`config.mk`:
```
export PLATFORM = sky130hd
export DESIGN_NAME = nest_prio_resolver
export DESIGN_NICKNAME = d
export VERILOG_FILES = /design/src/rtl/prn_pkg.sv /design/src/rtl/prn_search.sv /design/src/rtl/prn_state.sv /design/src/rtl/nest_prio_resolver.sv
export SDC_FILE = /design/constraint.sdc
export NUM_CORES = 1
export LEC_CHECK = 0
export BUFFER_PORTS_ARGS = -buffer_cell sky130_fd_sc_hd__buf_4
export CELL_PAD_IN_SITES_DETAIL_PLACEMENT = 0
export CELL_PAD_IN_SITES_GLOBAL_PLACEMENT = 2
export CORE_ASPECT_RATIO = 0.8
export CORE_UTILIZATION = 34
export DETAILED_ROUTE_END_ITERATION = 8
export PLACE_DENSITY = 0.85
export SLEW_MARGIN = 20
export SYNTH_ARGS = -nofsm -noshare
export SYNTH_HDL_FRONTEND = slang
export SYNTH_SLANG_ARGS = --single-unit
```
`constraint.sdc`:
```
create_clock -name clk -period 6.4 [get_ports clk]
set_input_delay 0.32 -clock clk [delete_from_list [all_inputs] [get_ports clk]]
set_output_delay 0.32 -clock clk [all_outputs]
set_load 0.01 [all_outputs]
```
`src/rtl/prn_pkg.sv`:
```
package prn_pkg;
  typedef enum logic [2:0] {
    OP_NONE         = 3'd0,
    OP_EOI_TOP      = 3'd1,
    OP_EOI_TOP_ROT  = 3'd2,
    OP_EOI_LINE     = 3'd3,
    OP_SET_BASE     = 3'd4,
    OP_EOI_LINE_ROT = 3'd5
  } prn_op_e;
endpackage

```
`src/rtl/prn_search.sv`:
```
// Finds the most urgent set bit of a vector, ranked from a rotating base.
// prio == N means the vector is empty.
module prn_search #(
  parameter int N  = 8,
  parameter int LW = $clog2(N)
) (
  input  logic [N-1:0]  vec,
  input  logic [LW-1:0] base,
  output logic [LW:0]   prio
);
  logic [N-1:0] rot;

  // rot[p] holds the line whose priority is p
  for (genvar g = 0; g < N; g++) begin : g_rot
    assign rot[g] = vec[LW'(g) + base];
  end

  always_comb begin
    prio = (LW+1)'(N);
    for (int i = N - 1; i >= 0; i--) begin
      if (rot[i]) prio = (LW+1)'(i);
    end
  end
endmodule

```
`src/rtl/prn_state.sv`:
```
// In-service vector and rotation base, with acknowledge and command updates.
module prn_state
  import prn_pkg::*;
#(
  parameter int N  = 8,
  parameter int LW = $clog2(N)
) (
  input  logic          clk,
  input  logic          rst_n,
  input  logic          ack_fire,
  input  logic [LW-1:0] ack_line,
  input  logic          auto_eoi_en,
  input  logic          rot_auto_en,
  input  logic          cmd_valid,
  input  logic [2:0]    cmd_op,
  input  logic [LW-1:0] cmd_arg,
  input  logic          top_found,
  input  logic [LW-1:0] top_line,
  output logic [N-1:0]  isr_q,
  output logic [LW-1:0] base_q,
  output logic [N-1:0]  ack_set_vec,
  output logic [N-1:0]  cmd_clr_vec,
  output logic          cmd_base_upd
);
  function automatic logic [LW-1:0] after_line(input logic [LW-1:0] l);
    return l + LW'(1);
  endfunction

  logic          ack_base_upd;
  logic [LW-1:0] ack_base;
  logic [LW-1:0] cmd_base;
  prn_op_e       op;

  assign op = prn_op_e'(cmd_op);

  always_comb begin
    ack_set_vec  = '0;
    ack_base_upd = 1'b0;
    ack_base     = base_q;
    if (ack_fire) begin
      if (!auto_eoi_en) begin
        ack_set_vec[ack_line] = 1'b1;
      end else if (rot_auto_en) begin
        ack_base_upd = 1'b1;
        ack_base     = after_line(ack_line);
      end
    end
  end

  always_comb begin
    cmd_clr_vec  = '0;
    cmd_base_upd = 1'b0;
    cmd_base     = base_q;
    if (cmd_valid) begin
      case (op)
        OP_EOI_TOP, OP_EOI_TOP_ROT: begin
          if (top_found) begin
            cmd_clr_vec[top_line] = 1'b1;
            if (op == OP_EOI_TOP_ROT) begin
              cmd_base_upd = 1'b1;
              cmd_base     = after_line(top_line);
            end
          end
        end
        OP_EOI_LINE: cmd_clr_vec[cmd_arg] = 1'b1;
        OP_SET_BASE: begin
          cmd_base_upd = 1'b1;
          cmd_base     = after_line(cmd_arg);
        end
        OP_EOI_LINE_ROT: begin
          cmd_clr_vec[cmd_arg] = 1'b1;
          cmd_base_upd         = 1'b1;
          cmd_base             = after_line(cmd_arg);
        end
        default: ;
      endcase
    end
  end

  always_ff @(posedge clk) begin
    if (!rst_n) begin
      isr_q  <= '0;
      base_q <= '0;
    end else begin
      isr_q <= (isr_q & ~cmd_clr_vec) | ack_set_vec;
      if (cmd_base_upd)      base_q <= cmd_base;
      else if (ack_base_upd) base_q <= ack_base;
    end
  end
endmodule

```
`src/rtl/nest_prio_resolver.sv`:
```
module nest_prio_resolver #(
  parameter int N            = 8,
  parameter int CASCADE_LINE = 2,
  parameter bit IS_PRIMARY   = 1'b1,
  localparam int LW          = $clog2(N)
) (
  input  logic          clk,
  input  logic          rst_n,
  input  logic [N-1:0]  req_vec,
  input  logic [N-1:0]  mask_vec,
  input  logic          nest_en,
  input  logic          auto_eoi_en,
  input  logic          rot_auto_en,
  input  logic          ack,
  input  logic          cmd_valid,
  input  logic [2:0]    cmd_op,
  input  logic [LW-1:0] cmd_arg,
  output logic          irq_pending,
  output logic [LW-1:0] win_line,
  output logic [N-1:0]  in_service,
  output logic [LW-1:0] prio_base
);
  localparam logic [N-1:0] CASC_BIT = N'(1) << CASCADE_LINE;

  function automatic logic [LW-1:0] line_of(input logic [LW:0] p,
                                             input logic [LW-1:0] b);
    return p[LW-1:0] + b;
  endfunction

  logic [N-1:0] cand_vec;
  logic [N-1:0] level_vec;
  logic [LW:0]  cand_prio;
  logic [LW:0]  level_prio;
  logic [LW:0]  top_prio;
  logic         top_found;
  logic [LW-1:0] top_line;
  logic         ack_fire;
  logic [N-1:0] ack_set_vec;
  logic [N-1:0] cmd_clr_vec;
  logic         cmd_base_upd;

  assign cand_vec  = req_vec & ~mask_vec;
  assign level_vec = (IS_PRIMARY && nest_en) ? (in_service & ~CASC_BIT) : in_service;

  prn_search #(.N(N), .LW(LW)) u_cand  (.vec(cand_vec),   .base(prio_base), .prio(cand_prio));
  prn_search #(.N(N), .LW(LW)) u_level (.vec(level_vec),  .base(prio_base), .prio(level_prio));
  prn_search #(.N(N), .LW(LW)) u_top   (.vec(in_service), .base(prio_base), .prio(top_prio));

  assign irq_pending = (cand_prio < level_prio);
  assign win_line    = irq_pending ? line_of(cand_prio, prio_base) : '0;
  assign top_found   = (top_prio != (LW+1)'(N));
  assign top_line    = line_of(top_prio, prio_base);
  assign ack_fire    = ack && irq_pending;

  prn_state #(.N(N), .LW(LW)) u_state (
    .clk         (clk),
    .rst_n       (rst_n),
    .ack_fire    (ack_fire),
    .ack_line    (win_line),
    .auto_eoi_en (auto_eoi_en),
    .rot_auto_en (rot_auto_en),
    .cmd_valid   (cmd_valid),
    .cmd_op      (cmd_op),
    .cmd_arg     (cmd_arg),
    .top_found   (top_found),
    .top_line    (top_line),
    .isr_q       (in_service),
    .base_q      (prio_base),
    .ack_set_vec (ack_set_vec),
    .cmd_clr_vec (cmd_clr_vec),
    .cmd_base_upd(cmd_base_upd)
  );
endmodule

```
After elaboration in Yosys (flattened, before gate mapping)
Cells that the tools add are included.
- add/sub/neg operators: 12
- magnitude comparators: 15
- eq/ne operators: 10
- mux-type cells: 101
- bitwise gates (word level): 5
- reduce and logical (&&, ||, !) cells: 12
- operators by type and width (operator ; number):
    4-bit 2-to-1 mux ; 24
    1-bit binary-select mux with 3-bit select ; 24
    3-bit by 4-bit < comparator with 1-bit output, second input constant ; 11
    1-bit 2-to-1 mux ; 33
    8-bit 2-to-1 mux ; 4
    3-bit 2-to-1 mux ; 10
    8-bit bitwise AND ; 2
    8-bit NOT ; 2
    8-bit case mux with 2 select lines ; 1
    3-bit adder, first input constant ; 4
    3-bit by 1-bit adder with 3-bit output, second input constant ; 3
    1-bit demux with 3-bit select ; 3
    3-bit by 1-bit greater-or-equal comparator with 1-bit output, second input constant ; 3
    8-bit OR ; 1
    8-bit AND reduction ; 1
    2-bit nonzero test ; 4
    2-bit by 3-bit adder with 3-bit output, first input constant ; 2
    3-bit adder ; 2
    3-bit by 2-bit equality test with 1-bit output, second input constant ; 2
    3-bit equality test, second input constant ; 2
    3-bit by 2-bit inequality test with 1-bit output, second input constant ; 2
    3-bit case mux with 2 select lines ; 1
    2-bit OR reduction ; 3
    1-bit logical AND ; 4
    7 further kinds ; 7
- flip-flop bits (word level): 11
- output and inout port bits: 15
- logic and storage cells: 157

Logic depth before layout (Yosys ltp)
- word-level depth: 22
- depth in mapped cells: 20
- mapped depth without buffers: 18

By module
From an unflattened synthesis, not the netlist that was laid out.
- cells, all modules: 325
- area total of the unflattened synthesis: 3076.7 um^2
- modules (own cells, without submodules) (module ; instances ; cells each ; area each (um^2) ; sequential area each (um^2)):
    prn_search ; 3 ; 63 ; 688.2 ; 0.0
    prn_state ; 1 ; 101 ; 738.2 ; 220.2
    nest_prio_resolver ; 1 ; 35 ; 274.0 ; 0.0

Worst setup path after synthesis
OpenSTA, ideal clock, no wires.
- path type: register -> register
- start point: reg u_state.base_q[0]
- end point: reg u_state.base_q[1]
- setup time: 0.116 ns
- arrival time: 4.456 ns
- slack: 1.828 ns
- stages on the path, launching flop included: 16
- path buffers: 1
- clock period less this slack: 4.572 ns
- cell sequence: dfxtp_1 -> inv_2 -> buf_6 -> ha_1 -> xnor2_1 -> mux4_2 -> or4b_4 -> nor2b_1 -> ha_1 -> a2111o_1 -> o32ai_4 -> nand2_1 -> o21ai_0 -> ha_1 -> mux2i_1 -> nor2b_1
- cells in the longest elaborated chain, start to end: 19
- elaborated cells between the ends (all ways): 109
- classes of those cells: add/sub: 11; order compare: 1; eq/ne: 5; mux: 86; reduce/logical: 6
- ends and longest elaborated chain (what ; line ; source):
    from (decl) ; prn_state.sv:20 ; output logic [LW-1:0] base_q,
    from (signal assigned) ; prn_state.sv:86 ; if (cmd_base_upd) base_q <= cmd_base;
    from (signal assigned) ; prn_state.sv:87 ; else if (ack_base_upd) base_q <= ack_base;
    3-bit adder ; prn_search.sv:15 ; assign rot[g] = vec[LW'(g) + base];
    1-bit binary-select mux with 3-bit select ; prn_search.sv:15 ;
    1-bit 2-to-1 mux (implied by the code) ; prn_search.sv:15 ;
    4-bit 2-to-1 mux (8 in a row) ; prn_search.sv:21 ; if (rot[i]) prio = (LW+1)'(i);
    4-bit < comparator * ; nest_prio_resolver.sv:49 ; assign irq_pending = (cand_prio < level_prio);
    named net irq_pending ; nest_prio_resolver.sv:18 ; output logic irq_pending,
    3-bit 2-to-1 mux ; nest_prio_resolver.sv:50 ; assign win_line = irq_pending ? line_of(cand_prio, prio_base) : '0;
    3-bit by 1-bit adder with 3-bit output ; prn_state.sv:26 ; return l + LW'(1);
    3-bit 2-to-1 mux ; prn_state.sv:43 ; end else if (rot_auto_en) begin
    3-bit 2-to-1 mux ; prn_state.sv:41 ; if (!auto_eoi_en) begin
    3-bit 2-to-1 mux ; prn_state.sv:40 ; if (ack_fire) begin
    3-bit 2-to-1 mux ; prn_state.sv:87 ;
    3-bit 2-to-1 mux ; prn_state.sv:86 ;
Mark *: on every way through the listed nets, which the timed path passes. The rest lies on a longest branch. The select of a mux whose other input is x is not followed.
A chain may end at the register's enable or synchronous reset.

Worst setup path in the final report
- start point: reg u_state.base_q[0]
- end point: out win_line[1]
- cells in the longest elaborated chain, start to end: 13
- elaborated cells between the ends (all ways): 58
- classes of those cells: add/sub: 8; order compare: 1; mux: 49
- ends and longest elaborated chain (what ; line ; source):
    3-bit adder ; prn_search.sv:15 ;
    1-bit binary-select mux with 3-bit select ; prn_search.sv:15 ;
    1-bit 2-to-1 mux (implied by the code) ; prn_search.sv:15 ;
    4-bit 2-to-1 mux (8 in a row) ; prn_search.sv:21 ;
    4-bit < comparator or 3-bit adder (tied branches) ; nest_prio_resolver.sv:49, nest_prio_resolver.sv:27 ;
    3-bit 2-to-1 mux * ; nest_prio_resolver.sv:50 ;
    to (decl) ; nest_prio_resolver.sv:19 ; output logic [LW-1:0] win_line,
Mark *: on every way between the ends. The rest lies on a longest branch, timed or not. The select of a mux whose other input is x is not followed.

==> run metrics <==
post-synthesis sequential area ratio=0.0978; Die Y=between 70 and 80 um; register area=220 sq um; Largest stage delay, worst path=slightly above 600 ps; clk sink count=11; mapped cell area=2250 sq um; # IOs=44; Core Rows=26; Max-Cap Viols=0; CP required=around 6000 ps; final net count=339; initial core utilization=0.353; fraction of layout cells with a size suffix above 1=0.304; Hold Crit Class=input port to flip-flop; Port Buffers=43; FFs w/ async S/R, synth=0; H-tree levels=1; number of global-route vias before repair=2004; postcts setup bufs=0; Detail Placement HPWL=5200 um; Final Core Density=0.422; core footprint=approximately 6400 sq um; status=finished, final reports clean; root buf cell=clkbuf_8; Setup Slack @ Placement=1780 ps; filler cell count=673; Crit. End Element=output port; initial antenna violation count=0; Final Max Tran Viols=0; drt pass-1 iters=4; Die Area=6960 sq um; Placed Cells=379; largest net degree at the start of global routing=26; predominant post-synthesis flop cell=dfxtp_1; CP max-delay cell=mux4_2; arrival time worst endpoint=4290 ps; CTS buffer count=3; EDFF count, synth=0; crit path max fanout=12; clk_skew=~4.8 ps; f_max=0.217 GHz; Clk pin slew, worst setup/hold paths=approximately 50 ps; via/cell ratio=5.79; Syn Nets=around 300; count of endpoints failing hold in the final timing report=0; worst path cell trace=inv_2 -> ha_1 -> xnor2_1 -> mux4_2 -> or4b_4 -> nor2b_1 -> ha_1 -> a2111o_1 -> o32ai_4 -> nand2_1 -> inv_1 -> buf_4; die width=approximately 93 um; first-pass GRT wire length=10700 um; non-filler cells, final=383; # resized after CTS=0; CTS tree=done; # DRC=0; Final ANT Viol Nets=0; P&R area growth vs syn=19.5%; clock tree buffer depth=2; Total GRT Usage=0.199; Yosys reg bits=11; multi-input logic area=~2000 sq um; final worst slack=1790 ps; GRT Residual Overflow=0; Worst-Margin Slew=765 ps; crit start category=flip-flop; Hold-fix buffers, CTS=0; ANT cells=0; Synth warnings=0; Tmin final=4610 ps; Synth Instances=259; Clk Latency, worst-skew pair=240 ps; setup_tns=0 ps; relative slew slack=0.489; Avg WL per Cell=approximately 17 um; Critical Path Most Common Cell=ha_1; Vias=around 2200; RSZ-0062 raised after global routing=false; Final period util=0.721; Final Setup Violations=0; Routed WL=6560 um; Mapped Avg Cell Area=8.70 sq um; critical path type=flip-flop to output port; RePlAce Congestion=slightly above 0.8; Iter 0 DRT Violations=103; Netlist cell types=60
## path summary, 6_finish.rpt
check | from | end | slack [ps] | cells after the start
min reg2reg | u_state.isr_q[5]$_SDFF_PN0_ | u_state.isr_q[5]$_SDFF_PN0_ | 590 | 2
min | rst_n | u_state.isr_q[2]$_SDFF_PN0_ | 380 | 2
max | u_state.base_q[0]$_SDFFE_PN0P_ | win_line[1] | 1790 | 12
max reg2reg | u_state.base_q[0]$_SDFFE_PN0P_ | u_state.base_q[1]$_SDFFE_PN0P_ | 1800 | 14
## per-stage QoR
| step | hold WS [ps] | instance area, sq um |
|---|---|---|
| finish | 382 | 2690 |
| global route | 384 | 2690 |
| CTS | 374 | 2690 |
| detailed placement | 579 | 2650 |
| global placement | 611 | 2650 |
| floorplan | 474 | 2250 |
## critical path: cells and delay by family (launching register included)
family                     cells  cell delay [ps]
AOI/OAI and AO/OA              2              780
xor gates and xnor gates       1              530
and+or+nand+nor                3              940
buffers and inverters          3              360
DFF                            1              340
adders and majority gates      2              480
muxes                          1              620
## cell families after synthesis
logic type | count (synthesis) | synth area share
adders and majority gates | 10 | 0.0622
and+or+nand+nor | 98 | 0.241
DFF | 11 | 0.0978
muxes | 44 | 0.311
buffers and inverters | 17 | 0.0350
xor gates and xnor gates | 9 | 0.0350
AOI/OAI and AO/OA | 70 | 0.218
## flip-flops by register name (all words and copies together), names as in the netlist
name / cells
u_state.base_q: 3
u_state.isr_q: 8
## layout by cell type (no fill, tap or decap), types with 6 or more instances in the layout
master / n
mux2_2: 14
dfxtp_1: 11
nor2b_1: 17
ha_1: 8
mux2i_1: 10
nand2b_1: 6
o21a_1: 6
o21ai_0: 17
o22ai_1: 7
inv_1: 6
nand2_1: 27
mux4_2: 16
a21oi_1: 12
nor2_1: 13
buf_4: 45
## routing by layer
metal / GRT usage / wire, um
met1: 0.297 / 3290
met2: 0.313 / 2820
met3: 0.0263 / 407
met4: 0.0342 / 46
met5: 0 / 0
## area by class of cell
type | instances | share of cell area
clock buffer | 4 | 0.0167
inverter | 8 | 0.0112
multi-input combinational | 231 | 0.726
sequential | 11 | 0.0818
tap | 84 | 0.0391
timing repair buffer | 45 | 0.126
## synthesized netlist by cell type (3+ instances only)
| library cell | count | area share |
|---|---|---|
| nand2_1 | 27 | 0.045 |
| nor2b_1 | 17 | 0.047 |
| o21ai_0 | 17 | 0.038 |
| mux4_2 | 16 | 0.16 |
| mux2_2 | 14 | 0.070 |
| nor2_1 | 13 | 0.022 |
| a21oi_1 | 12 | 0.027 |
| dfxtp_1 | 11 | 0.098 |
| mux2i_1 | 10 | 0.044 |
| ha_1 | 8 | 0.044 |
| o22ai_1 | 7 | 0.019 |
| inv_1 | 6 | 0.010 |
| nand2b_1 | 6 | 0.017 |
| o21a_1 | 6 | 0.020 |
| nand3_1 | 5 | 0.011 |
| xnor2_1 | 5 | 0.019 |
| and2_1 | 4 | 0.011 |
| clkbuf_1 | 4 | 0.0067 |
| nor3_1 | 4 | 0.0089 |
| xor2_1 | 4 | 0.016 |
| a211o_1 | 3 | 0.012 |
| buf_2 | 3 | 0.0067 |
| nand4_1 | 3 | 0.0083 |
| nor3b_1 | 3 | 0.010 |
| o2111ai_1 | 3 | 0.012 |
Power is left out: the tool's default activity adds up to more than one toggle a clock period on the data nets, which glitch-free logic cannot reach.
